File: src/rtl/auxsw_pkg.sv
package auxsw_pkg;

   // Mode bit indices inside the latched mode vector
   localparam int MODE_N     = 6;
   localparam int MB_STORE80 = 0;
   localparam int MB_RDAUX   = 1;
   localparam int MB_WRAUX   = 2;
   localparam int MB_ALTZP   = 3;
   localparam int MB_PAGE2   = 4;
   localparam int MB_HIRES   = 5;

   // Same vector viewed by field (MSB first, matches indices above)
   typedef struct packed {
      logic hires;
      logic page2;
      logic altzp;
      logic wraux;
      logic rdaux;
      logic store80;
   } mode_t;

   // Address region classes
   typedef enum logic [2:0] {
      RG_IO    = 3'd0,
      RG_ZP    = 3'd1,
      RG_TEXT  = 3'd2,
      RG_HIRES = 3'd3,
      RG_GEN   = 3'd4,
      RG_HIGH  = 3'd5
   } region_e;

   // Page (address bits 15:8) constants
   localparam logic [7:0] SW_PAGE   = 8'hC0;
   localparam logic [3:0] IO_NIBBLE = 4'hC;
   localparam logic [7:0] ZP_END    = 8'h02;
   localparam logic [7:0] HIGH_BASE = 8'hD0;

endpackage

File: src/rtl/auxsw_switch_decode.sv
module auxsw_switch_decode
   import auxsw_pkg::*;
#(
   parameter int ADDR_W = 16
) (
   input  logic [ADDR_W-1:0] cpu_addr,
   input  logic              cpu_we,
   input  logic              cpu_valid,
   output logic [MODE_N-1:0] set_v,
   output logic [MODE_N-1:0] clr_v
);

   localparam int PAGE_LSB = ADDR_W - 8;

   logic [7:0]        lo;
   logic              sw_page;
   logic              bank_hit;
   logic              disp_hit;
   logic [MODE_N-1:0] sel;

   assign lo       = cpu_addr[7:0];
   assign sw_page  = cpu_valid && (cpu_addr[ADDR_W-1:PAGE_LSB] == SW_PAGE);
   // bank switches: write-only, offsets 0x00..0x0B
   assign bank_hit = sw_page && cpu_we && (lo[7:4] == 4'h0) && (lo[3:0] <= 4'hB);
   // display switches: read or write, offsets 0x54..0x57
   assign disp_hit = sw_page && (lo[7:2] == 6'b010101);

   always_comb begin
      sel = '0;
      if (bank_hit) begin
         case (lo[3:1])
            3'd0:    sel[MB_STORE80] = 1'b1;
            3'd1:    sel[MB_RDAUX]   = 1'b1;
            3'd2:    sel[MB_WRAUX]   = 1'b1;
            3'd4:    sel[MB_ALTZP]   = 1'b1;
            default: sel = '0;
         endcase
      end else if (disp_hit) begin
         if (lo[1]) sel[MB_HIRES] = 1'b1;
         else       sel[MB_PAGE2] = 1'b1;
      end
   end

   // odd offset sets, even offset clears
   assign set_v = lo[0] ? sel : '0;
   assign clr_v = lo[0] ? '0  : sel;

endmodule

File: src/rtl/auxsw_mode_regs.sv
module auxsw_mode_regs
   import auxsw_pkg::*;
(
   input  logic              clk,
   input  logic              rst,
   input  logic [MODE_N-1:0] set_v,
   input  logic [MODE_N-1:0] clr_v,
   output logic [MODE_N-1:0] mode_q
);

   for (genvar i = 0; i < MODE_N; i++) begin : g_bit
      always_ff @(posedge clk) begin
         if (rst)
            mode_q[i] <= 1'b0;
         else if (set_v[i])
            mode_q[i] <= 1'b1;
         else if (clr_v[i])
            mode_q[i] <= 1'b0;
      end
   end

endmodule

File: src/rtl/auxsw_region_map.sv
module auxsw_region_map
   import auxsw_pkg::*;
#(
   parameter int ADDR_W           = 16,
   parameter bit DISPLAY_OVERRIDE = 1'b1
) (
   input  logic [ADDR_W-1:0] cpu_addr,
   input  logic              cpu_we,
   input  logic              cpu_valid,
   input  mode_t             mode,
   output logic [ADDR_W:0]   phys_addr,
   output logic              phys_valid
);

   localparam int PAGE_LSB = ADDR_W - 8;

   logic [7:0] page;
   region_e    region;
   logic       general_aux;
   logic       ovr_text;
   logic       ovr_hires;
   logic       aux;

   assign page = cpu_addr[ADDR_W-1:PAGE_LSB];

   always_comb begin
      if (page[7:4] == IO_NIBBLE)        region = RG_IO;
      else if (page < ZP_END)            region = RG_ZP;
      else if (page[7:2] == 6'b000001)   region = RG_TEXT;
      else if (page[7:5] == 3'b001)      region = RG_HIRES;
      else if (page >= HIGH_BASE)        region = RG_HIGH;
      else                               region = RG_GEN;
   end

   // display override variant selected at elaboration
   if (DISPLAY_OVERRIDE) begin : g_ovr
      assign ovr_text  = mode.store80;
      assign ovr_hires = mode.store80 & mode.hires;
   end else begin : g_no_ovr
      assign ovr_text  = 1'b0;
      assign ovr_hires = 1'b0;
   end

   assign general_aux = cpu_we ? mode.wraux : mode.rdaux;

   always_comb begin
      case (region)
         RG_ZP:    aux = mode.altzp;
         RG_TEXT:  aux = ovr_text  ? mode.page2 : general_aux;
         RG_HIRES: aux = ovr_hires ? mode.page2 : general_aux;
         RG_GEN:   aux = general_aux;
         default:  aux = 1'b0;
      endcase
   end

   assign phys_addr  = {aux, cpu_addr};
   assign phys_valid = cpu_valid && (region != RG_IO);

endmodule

File: src/rtl/auxmem_bank_switch.sv
module auxmem_bank_switch
   import auxsw_pkg::*;
#(
   parameter int ADDR_W           = 16,
   parameter bit DISPLAY_OVERRIDE = 1'b1
) (
   input  logic              clk,
   input  logic              rst,
   input  logic [ADDR_W-1:0] cpu_addr,
   input  logic              cpu_we,
   input  logic              cpu_valid,
   output logic [ADDR_W:0]   phys_addr,
   output logic              phys_valid,
   output logic [7:0]        state_reg
);

   initial begin
      assert (ADDR_W == 16)
         else $error("auxmem_bank_switch: ADDR_W must be 16, got %0d", ADDR_W);
   end

   logic [MODE_N-1:0] set_v;
   logic [MODE_N-1:0] clr_v;
   logic [MODE_N-1:0] mode_q;
   mode_t             mode_s;

   auxsw_switch_decode #(.ADDR_W(ADDR_W)) u_dec (
      .cpu_addr  (cpu_addr),
      .cpu_we    (cpu_we),
      .cpu_valid (cpu_valid),
      .set_v     (set_v),
      .clr_v     (clr_v)
   );

   auxsw_mode_regs u_regs (
      .clk    (clk),
      .rst    (rst),
      .set_v  (set_v),
      .clr_v  (clr_v),
      .mode_q (mode_q)
   );

   assign mode_s = mode_t'(mode_q);

   auxsw_region_map #(
      .ADDR_W           (ADDR_W),
      .DISPLAY_OVERRIDE (DISPLAY_OVERRIDE)
   ) u_map (
      .cpu_addr   (cpu_addr),
      .cpu_we     (cpu_we),
      .cpu_valid  (cpu_valid),
      .mode       (mode_s),
      .phys_addr  (phys_addr),
      .phys_valid (phys_valid)
   );

   assign state_reg = {mode_s.altzp, mode_s.page2, mode_s.rdaux, mode_s.wraux,
                       mode_s.store80, mode_s.hires, 2'b00};

endmodule

File: config.mk
export PLATFORM = sky130hd
export DESIGN_NAME = auxmem_bank_switch
export DESIGN_NICKNAME = d
export VERILOG_FILES = /design/src/rtl/auxsw_pkg.sv /design/src/rtl/auxsw_switch_decode.sv /design/src/rtl/auxsw_mode_regs.sv /design/src/rtl/auxsw_region_map.sv /design/src/rtl/auxmem_bank_switch.sv
export SDC_FILE = /design/constraint.sdc
export NUM_CORES = 1
export LEC_CHECK = 0
export ABC_AREA = 0
export BUFFER_PORTS_ARGS = -buffer_cell sky130_fd_sc_hd__buf_2
export CORE_AREA = 2 2 51 44
export DETAILED_ROUTE_END_ITERATION = 10
export DIE_AREA = 0 0 53 46
export PLACE_DENSITY = 0.73
export SLEW_MARGIN = 30
export SYNTH_ARGS = -nofsm -noshare
export SYNTH_HDL_FRONTEND = slang
export SYNTH_SLANG_ARGS = --single-unit
File: constraint.sdc
create_clock -name clk -period 1.15 [get_ports clk]
set_input_delay 0.0575 -clock clk [delete_from_list [all_inputs] [get_ports clk]]
set_output_delay 0.0575 -clock clk [all_outputs]
set_load 0.05 [all_outputs]
# == After elaboration in Yosys (flattened, before gate mapping) ==
# Index checks and enable logic that the tools add are counted.
# op_classes
order_cmp,3
eq_ne,12
n_mux,32
bitwise,1
reduce_logical,15
# ops
op,n
$mux 1,22
$mux 3,4
$mux 6,2
$reduce_bool 2->1,6
$eq 3x1->1 const B,3
$eq 3x2->1 const B,3
$eq 8x8->1 const B,1
$ge 8x8->1 const B,1
$lt 8x2->1 const B,1
$eq 3x3->1 const B,2
$eq 6x1->1 const B,1
$eq 6x5->1 const B,1
$logic_and 1x1->1,6
$eq 4x4->1 const B,1
$le 4x4->1 const B,1
$logic_not 4->1,1
$mux 2,2
$mux 4,1
$pmux 1 s4,1
$logic_not 3->1,1
$reduce_bool 3->1,1
$and 1x1->1,1
# word_totals
regBits,6
input_bits,20
out_inout_bits,26
elab_cells,69

# == Longest topological paths before layout ==
# Gate-level depths: netlist of the first run.
# depth
ltp_word,9
depth_mapped,5
depth_no_buf,4

# == By module ==
# A second synthesis of the first run with hierarchy kept.
# unflattened
cells_unflattened,99
area_unflattened_um2,764.5
# modules_own_cells
mod,n_inst,cells_each,area_each_um2,seq_area_each_um2
auxsw_region_map,1,37,260.2,0.0
auxsw_mode_regs,1,24,255.2,120.1
auxsw_switch_decode,1,35,230.2,0.0
auxmem_bank_switch,1,3,18.8,0.0

# == Least setup slack after synthesis of the first run ==
# Ideal clock, no wire load.
# synth_timing
path_kind,register -> output
from,register u_regs.mode_q[0]
to,output phys_addr[16]
t_arrival_ns,1.604
required_ns,1.092
setup_slack_ns,-0.511
stages_incl_launch_ff,6
n_path_buf,1
path_cell_list,dfxtp_1 -> and3_1 -> and3_1 -> a2111oi_0 -> nor4_1 -> buf_4
# synth_via
elab_chain_cells,3
elab_cells_between_ends,4
cone_classes,mux (3); bitwise (1)
# synth_lines
item,line,source
start: declaration,auxsw_mode_regs.sv:8,output logic [MODE_N-1:0] mode_q
start signal: indexed assignment,auxsw_mode_regs.sv:14,mode_q[i] <= 1'b0;
start signal: indexed assignment,auxsw_mode_regs.sv:16,mode_q[i] <= 1'b1;
start signal: indexed assignment,auxsw_mode_regs.sv:18,mode_q[i] <= 1'b0;
$and 1x1->1,auxsw_region_map.sv:38,assign ovr_hires = mode.store80 & mode.hires;
$mux 1,auxsw_region_map.sv:50,RG_HIRES: aux = ovr_hires ? mode.page2 : general_aux;
$pmux 1 s4 *,auxsw_region_map.sv:47,case (region)
end: declaration,auxmem_bank_switch.sv:12,"output logic [ADDR_W:0] phys_addr,"
# Every way passes the cells marked *; elsewhere a longest branch is shown, timed or not.

# == Worst setup path in the final report of the first run ==
# layout_timing
from,register u_regs.mode_q[5]
to,output phys_addr[16]
# layout_via
elab_chain_cells,3
# layout_lines
item,line
$and 1x1->1,auxsw_region_map.sv:38
$mux 1,auxsw_region_map.sv:50
$pmux 1 s4,auxsw_region_map.sv:47
# No other way between the ends.

==> impl_metrics.json, run 1 <==
{
  "use_met2": 0.295,
  "grt_max_degree": 10,
  "critPathKind": "reg2out",
  "r2r_start": "u_regs.mode_q[2]",
  "status": "finished, violations left",
  "reg_top3": "u_regs.mode_q: 6 flops",
  "grt_pass1_wl_microns": 2970,
  "wl_microns": 2090,
  "synth.area.top_cells": "buf_4 22%, dfxtp_1 18%, nand4_1 4.8%, mux2i_1 4.6%, nand4b_1 4.0%",
  "finalCritPeriodShare": 1.40,
  "fin_area_sq_um": 1010,
  "initial_core_util": 0.333,
  "dpl.hpwl_microns": 1690,
  "power_per_cell_area_nw_per_um2": 718,
  "globalRoute.busiestLayer": "met2",
  "drt-initial-drc-count": 22,
  "hold_path_class": "in2reg",
  "cts.sinks": 6,
  "area_growth_pct": 54.6,
  "io_pins": 46,
  "routedWlPerCell_microns": 13.5,
  "cts_setup_buffers": 0,
  "hold_violations": 0,
  "dpl_cell_area_sq_um": 941,
  "rsz0062_at_grt": "true",
  "crit_start": "u_regs.mode_q[5]",
  "cp-endpoint": "phys_addr[16]",
  "row_count": 15,
  "antenna_found_initial": 0,
  "place_congestion": 0.874,
  "grt_pass1_vias": 744,
  "dieHeight_microns": 46,
  "pre_cts_slack_ns": -0.302,
  "max_freq_ghz": 0.621,
  "post_synth.cell_area_avg_sq_um": 8.09,
  "drive_gt1_frac": 0.646,
  "clk_path_buf_depth": 2,
  "via_per_inst": 5.09,
  "ys_async_sr_fraction": 0,
  "p_leak_nw": 0.469,
  "synthCells": 81,
  "final_util": 0.514,
  "grtUsageMet3": 0.0296,
  "numCtsBuffers": 3,
  "ff2ff_path_depth": 3,
  "place.port_buffers": 43,
  "synth_edf_count": 0,
  "clock_latency_ns": 0.24,
  "drtPass1Iterations": 4,
  "vias": 789,
  "cp-end-kind": "primary output",
  "cp.arrival_ns": 1.55,
  "cts_tree": "built",
  "synth_cell_types": 35,
  "drc": 0,
  "setup_tns_ns": -0.460,
  "cp-start-kind": "register",
  "fin_total_pwr_w": 0.000728,
  "layout.nets": 151,
  "coreArea_sq_um": 1970,
  "clkTransAtPathRegs_ns": 0.06,
  "cts_max_level": 1,
  "slew_violations": 0,
  "fin_crit_ns": 1.61,
  "top_register": "u_regs.mode_q",
  "largest_register_ff_count": 6,
  "grt_use_met1": 0.199,
  "seq_area_frac_synth": 0.183,
  "setup_viol": 1,
  "antennaDiodeCount": 0,
  "synth_top_cell_by_area": "buf_4",
  "crit_required_ns": 1.09,
  "gr-total-overflow": 0,
  "die_area_sq_um": 2440,
  "ff2ff_setup_slack_ns": 0.40,
  "reg2reg_to": "u_regs.mode_q[2]",
  "dieWidth_microns": 53,
  "yosysTopAreaCellShare": 0.218,
  "cts_hold_buf": 0,
  "ys_ff_latch": 6,
  "cts-root-buf": "clkbuf_4",
  "layout_commonest_cell": "buf_2",
  "fin_ws_ns": -0.460,
  "drv_cap": 0,
  "grt_util_all_layers": 0.168,
  "finalClockSkew_ns": 0,
  "synth_ff_type": "dfxtp_1",
  "ant_nets": 0,
  "crit_fanout": 2,
  "yosysWarningCount": 0,
  "min_path_cells": 2,
  "ir_drop_v": 0.000434,
  "synth_area_sq_um": 656,
  "violations": "negative setup slack",
  "final_cell_mix": "42 x buf_2, 21 x buf_4, 5 x nand4_1, 5 x a21oi_1"
}
[critical path, stage by stage, from the launching register on]
cell and delay [ns]:
dfxtp_4 0.34, and3_4 0.17, a211oi_4 0.21, nor3_1 0.07, nor4_1 0.25, buf_4 0.25
[where the power goes]
group | total, W | internal (W) | switching [W]
clock | 0.000220 | 0.000132 | 0.0000878
sequential | 0.000199 | 0.000199 | 0.00000000155
combinational | 0.000309 | 0.0000967 | 0.000212
[cell families after synthesis]
kind of cell / Yosys count / share of synthesized area
other cells: 1 / 0.00572
simple gates: 36 / 0.403
compound gates: 14 / 0.134
flops: 6 / 0.183
buf+inv: 21 / 0.229
mux: 3 / 0.0458
[through the flow]
| stage | hold slack, ns | std cells |
|---|---|---|
| floorplan | 0.117 | 82 |
| global placement | 0.285 | 151 |
| detailed placement | 0.302 | 151 |
| CTS | 0.0327 | 155 |
| global route | 0.0527 | 155 |
| finish | 0.0412 | 155 |
[cells in the mapped netlist (all sizes together), types with 3 or more instances]
master	instances
buf	19
dfxtp	6
a21oi	5
nand4	5
nor3	5
o21ai	4
mux2i	3
nand4b	3
nor2	3
nor4	3
[per-layer routing]
layer,routed length (microns),part of all wire
met1,908,0.43
met2,1060,0.50
met3,130,0.062
met4,0,0
met5,0,0
[area by class of cell]
class	count	area, sq um
Clock buffer	4	26.3
Tap cell	25	31.3
Timing Repair Buffer	63	368
Fill cell	194	957
Inverter	2	7.51
Sequential cell	6	138
Multi-Input combinational cell	55	443
[how the worst min path moves through the flow]
stage	startpoint	end	slack (ns)
after floorplan	rst	u_regs.mode_q[0]	0.12
after global placement	rst	u_regs.mode_q[2]	0.29
after detailed placement	rst	u_regs.mode_q[2]	0.30
after CTS	rst	u_regs.mode_q[2]	0.03
after global routing	rst	u_regs.mode_q[2]	0.05
final	rst	u_regs.mode_q[1]	0.04
[what timing repair did]
item / 4_1_cts / 5_1_grt
endpoints found under the hold margin: 0 / 0
gates cloned: 0 / 0
setup endpoints to repair: 1 / 2
pin swaps: 1 / 1
resized for setup: 1 / 7
Power figures use the tool's default switching activity.
==> inputs of run 2 (changes only) <==
- CELL_PAD_IN_SITES_DETAIL_PLACEMENT: unset -> 0
- CELL_PAD_IN_SITES_GLOBAL_PLACEMENT: unset -> 1
- CORE_AREA: 2 2 51 44 -> 2 2 62 52
- DIE_AREA: 0 0 53 46 -> 0 0 64 54
- PLACE_DENSITY: 0.73 -> 0.74
==> impl_metrics.json, run 2 (synthesis results as in run 1) <==
{
  "status": "finished, violations left",
  "violations": "negative setup slack",
  "cts_max_level": 1,
  "crit_required_ns": 1.09,
  "power_per_cell_area_nw_per_um2": 695,
  "pwr-share-seq": 0.277,
  "reg_top3": "u_regs.mode_q: 6 flops",
  "place_congestion": 0.954,
  "placed_cells": 166,
  "dieWidth_microns": 64,
  "ant_nets": 0,
  "ff2ff_setup_slack_ns": 0.29,
  "cp.arrival_ns": 1.60,
  "clock_latency_ns": 0.25,
  "cts_tree": "built",
  "fin_ws_ns": -0.507,
  "setup_viol": 1,
  "antenna_found_initial": 0,
  "io_pins": 46,
  "grt_pass1_vias": 662,
  "crit_fanout": 2,
  "grt_max_degree": 10,
  "rsz0062_at_grt": "true",
  "largest_register_ff_count": 6,
  "drtPass1Iterations": 4,
  "critPathKind": "reg2out",
  "drc": 0,
  "clkTransAtPathRegs_ns": 0.05,
  "hold_path_class": "in2reg",
  "via_per_inst": 4.60,
  "place.port_buffers": 43,
  "layout_commonest_cell": "buf_2",
  "gr-total-overflow": 0,
  "max_freq_ghz": 0.603,
  "numCtsBuffers": 3,
  "die_area_sq_um": 3460,
  "p_switching_w": 0.000289,
  "p_comb_frac": 0.426,
  "grt_util_all_layers": 0.115,
  "routed.top_layer": "met4",
  "area_growth_pct": 57.4,
  "fin_crit_ns": 1.66,
  "dieHeight_microns": 54,
  "wl_met1_microns": 860,
  "cp-end-kind": "primary output",
  "cp-start-kind": "register",
  "layout.nets": 152,
  "final_cell_mix": "42 x buf_2, 22 x buf_4, 5 x nand4_1, 5 x a21oi_1, 4 x dfxtp_4",
  "initial_core_util": 0.226,
  "p_clk_frac": 0.297,
  "swShare": 0.402,
  "slew_violations": 0,
  "drv_cap": 0,
  "p_int_w": 0.000428,
  "finalCritPeriodShare": 1.44,
  "finalClockSkew_ns": 0,
  "p_leak_nw": 0.473,
  "grt_pass1_wl_microns": 3020,
  "cts_hold_buf": 0,
  "row_count": 18,
  "ir_drop_v": 0.000361,
  "final_util": 0.355,
  "antennaDiodeCount": 0,
  "vias": 786,
  "dpl.hpwl_microns": 1640,
  "wl_met3_microns": 104,
  "dr_wl_met2_microns": 983,
  "drt-initial-drc-count": 33,
  "hold_violations": 0,
  "cts.sinks": 6,
  "fin_cells": 171,
  "drive_gt1_frac": 0.649,
  "coreArea_sq_um": 2910,
  "clk_path_buf_depth": 2,
  "wl_microns": 1970,
  "cts-root-buf": "clkbuf_4",
  "top_register": "u_regs.mode_q",
  "routedWlPerCell_microns": 11.5
}
## run 2: cell types whose count changed in the layout (fill, tap and decap cells not counted), sizes merged
cell  previous run  this run
buf             63        64
## run 2: worst paths after layout
check | startpoint | end | cells after the start
hold reg to reg | u_regs.mode_q[3] | u_regs.mode_q[3] | 3
setup reg to reg | u_regs.mode_q[5] | u_regs.mode_q[5] | 4
hold / removal | rst | u_regs.mode_q[1] | 2
setup / recovery | u_regs.mode_q[5] | phys_addr[16] | 5
## run 2: metrics by stage
stage / cell area (sq um) / setup TNS [ns] / power [W] / setup slack (ns) / hold slack [ns]
after floorplan: 687 / -0.270 / 0.000421 / -0.231 / 0.117
after global placement: 960 / -1.04 / 0.000498 / -0.247 / 0.296
after detailed placement: 960 / -1.23 / 0.000502 / -0.313 / 0.303
after CTS: 988 / -0.518 / 0.000726 / -0.518 / 0.0379
after global routing: 1030 / -0.644 / 0.000778 / -0.640 / 0.0303
final: 1030 / -0.507 / 0.000717 / -0.507 / 0.0511
## run 2: what timing repair did
item                       4_1_cts  5_1_grt
pin swaps                        1        5
setup buffers                    0        1
resized for setup                1        7
setup endpoints to repair        1        1
## run 2: routing by layer
layer | vias up | global-route usage
met1 | 372 | 0.143
met3 | 4 | 0.0335
met4 | 0 | 0.0435
li1 | 387 | -
met5 | - | 0
met2 | 23 | 0.189
## run 2: layout make-up
type | count | area, sq um
fillers | 306 | 1870
multi-input cells | 55 | 435
repair buffers | 64 | 375
flip-flops and latches | 6 | 138
well taps | 40 | 50.0
clock buffers | 4 | 26.3
inverters | 2 | 7.51
## run 2: power groups by stage
stage	sequential, W	combinational [W]	clock (W)
after floorplan	0.000203	0.000218	0
after detailed placement	0.000203	0.000299	0
final	0.000199	0.000305	0.000213
after global placement	0.000203	0.000295	0
after global routing	0.000198	0.000324	0.000255
after CTS	0.000199	0.000300	0.000227
## run 2: critical path, stage by stage, from the launching register on
cell and delay [ns]:
dfxtp_4 0.33, and3_4 0.18, a211oi_4 0.26, nor3_2 0.06, nor4_2 0.27, buf_4 0.24
==> inputs of run 3 (changes only) <==
==> constraint.sdc (replaced) <==
create_clock -name clk -period 1.15 [get_ports clk]
set_input_delay 0.115 -clock clk [delete_from_list [all_inputs] [get_ports clk]]
set_output_delay 0.115 -clock clk [all_outputs]
set_load 0.05 [all_outputs]
==> impl_metrics.json, run 3 (synthesis results as in run 1) <==
{
  "grt_max_degree": 10,
  "status": "finished, violations left",
  "slew_violations": 0,
  "coreArea_sq_um": 2910,
  "vias": 771,
  "ir_drop_v": 0.000237,
  "dieWidth_microns": 64,
  "dpl.hpwl_microns": 1610,
  "wl_met3_microns": 92,
  "clk_path_buf_depth": 2,
  "top_register": "u_regs.mode_q",
  "largest_register_ff_count": 6,
  "area_growth_pct": 64.3,
  "layout.nets": 154,
  "io_pins": 46,
  "cp-start-kind": "register",
  "ff2ff_path_depth": 3,
  "p_leak_nw": 0.500,
  "fin_hold_ws_ns": 0.117,
  "setup_viol": 2,
  "drtPass1Iterations": 4,
  "wl_microns": 2020,
  "layout_commonest_cell": "buf_2",
  "place_congestion": 0.932,
  "wl_met1_microns": 859,
  "ant_nets": 0,
  "place.port_buffers": 43,
  "numCtsBuffers": 3,
  "cp.arrival_ns": 1.53,
  "fin_crit_ns": 1.65,
  "cts_tree": "built",
  "dieHeight_microns": 54,
  "drt-initial-drc-count": 14,
  "clkTransAtPathRegs_ns": 0.05,
  "pre_cts_slack_ns": -0.333,
  "drc": 0,
  "max_freq_ghz": 0.607,
  "reg_top3": "u_regs.mode_q: 6 flops",
  "via_per_inst": 4.46,
  "placed_cells": 168,
  "initial_core_util": 0.226,
  "critPathKind": "reg2out",
  "row_count": 18,
  "die_area_sq_um": 3460,
  "final_cell_mix": "39 x buf_2, 22 x buf_4, 5 x nand4_1",
  "cts_max_level": 1,
  "cp-end-kind": "primary output",
  "grt_pass1_wl_microns": 3090,
  "cts.sinks": 6,
  "cpPeakStageDelay_ns": 0.33,
  "gr-total-overflow": 0,
  "routedWlPerCell_microns": 11.6,
  "drive_gt1_frac": 0.669,
  "cts-root-buf": "clkbuf_4",
  "dr_wl_met2_microns": 1050,
  "dpl_cell_area_sq_um": 975,
  "power_per_cell_area_nw_per_um2": 677,
  "hold_violations": 0,
  "crit_fanout": 2,
  "grt_util_all_layers": 0.115,
  "hold_path_class": "in2reg",
  "worstPathCellList": "and3_4 > a211oi_2 > nor3_1 > nor4_1 > buf_4",
  "fin_cells": 173,
  "routed.top_layer": "met4",
  "clock_latency_ns": 0.24,
  "violations": "negative setup slack",
  "antennaDiodeCount": 0,
  "slowest_stage": "dfxtp_4",
  "fin_ws_ns": -0.497,
  "crit_required_ns": 1.03,
  "nFillCells": 290,
  "fin_area_sq_um": 1080,
  "grt_pass1_vias": 760,
  "finalClockSkew_ns": 0,
  "rsz0062_at_grt": "true",
  "antenna_found_initial": 0,
  "drv_cap": 0,
  "min_path_cells": 2,
  "finalCritPeriodShare": 1.43
}
## run 3: worst max-delay path: cells and delay by family (launching register included)
kind                   cells  cell delay, ns
and+or+nand+nor            3            0.49
DFF                        1            0.33
buffers and inverters      1            0.25
AOI/OAI and AO/OA          1            0.22
## run 3: per-layer routing
metal / GRT usage / vias to the layer above
met2: 0.212 / 21
met1: 0.127 / 357
li1: - / 391
met4: 0.0616 / 0
met5: 0 / -
met3: 0.0230 / 2
## run 3: layout make-up
type | count | area, sq um | area share
inverters | 2 | 7.51 | 0.00697
clock buffers | 4 | 26.3 | 0.0244
repair buffers | 66 | 424 | 0.394
well taps | 40 | 50.0 | 0.0465
multi-input cells | 55 | 432 | 0.401
flip-flops and latches | 6 | 138 | 0.128
## run 3: through the flow
step                      TNS [ns]  total power [W]  utilization
after floorplan             -0.443         0.000421            -
after global placement       -1.72         0.000501        0.335
after detailed placement     -1.74         0.000504        0.335
after CTS                   -0.542         0.000734        0.358
after global routing        -0.703         0.000777        0.371
final                       -0.500         0.000729        0.371
## run 3: what timing repair did
action / CTS / global route
hold buffers: 0 / 0
setup endpoints to repair: 2 / 6
pin swaps: 3 / 2
setup buffers: 1 / 0
gates resized for setup: 10 / 7
## run 3: path summary, 6_finish.rpt
path / startpoint / to / slack [ns]
setup / recovery: u_regs.mode_q[0] / phys_addr[16] / -0.50
hold / removal: rst / u_regs.mode_q[1] / 0.12
hold reg to reg: u_regs.mode_q[4] / u_regs.mode_q[4] / 0.54
setup reg to reg: u_regs.mode_q[5] / u_regs.mode_q[5] / 0.41
## run 3: power breakdown
part	switching [W]	leakage (nW)	internal (W)
sequential	0.00000000132	0.0526	0.000199
combinational	0.000212	0.432	0.000114
clock	0.0000730	0.0150	0.000131
total	0.000285	0.500	0.000444
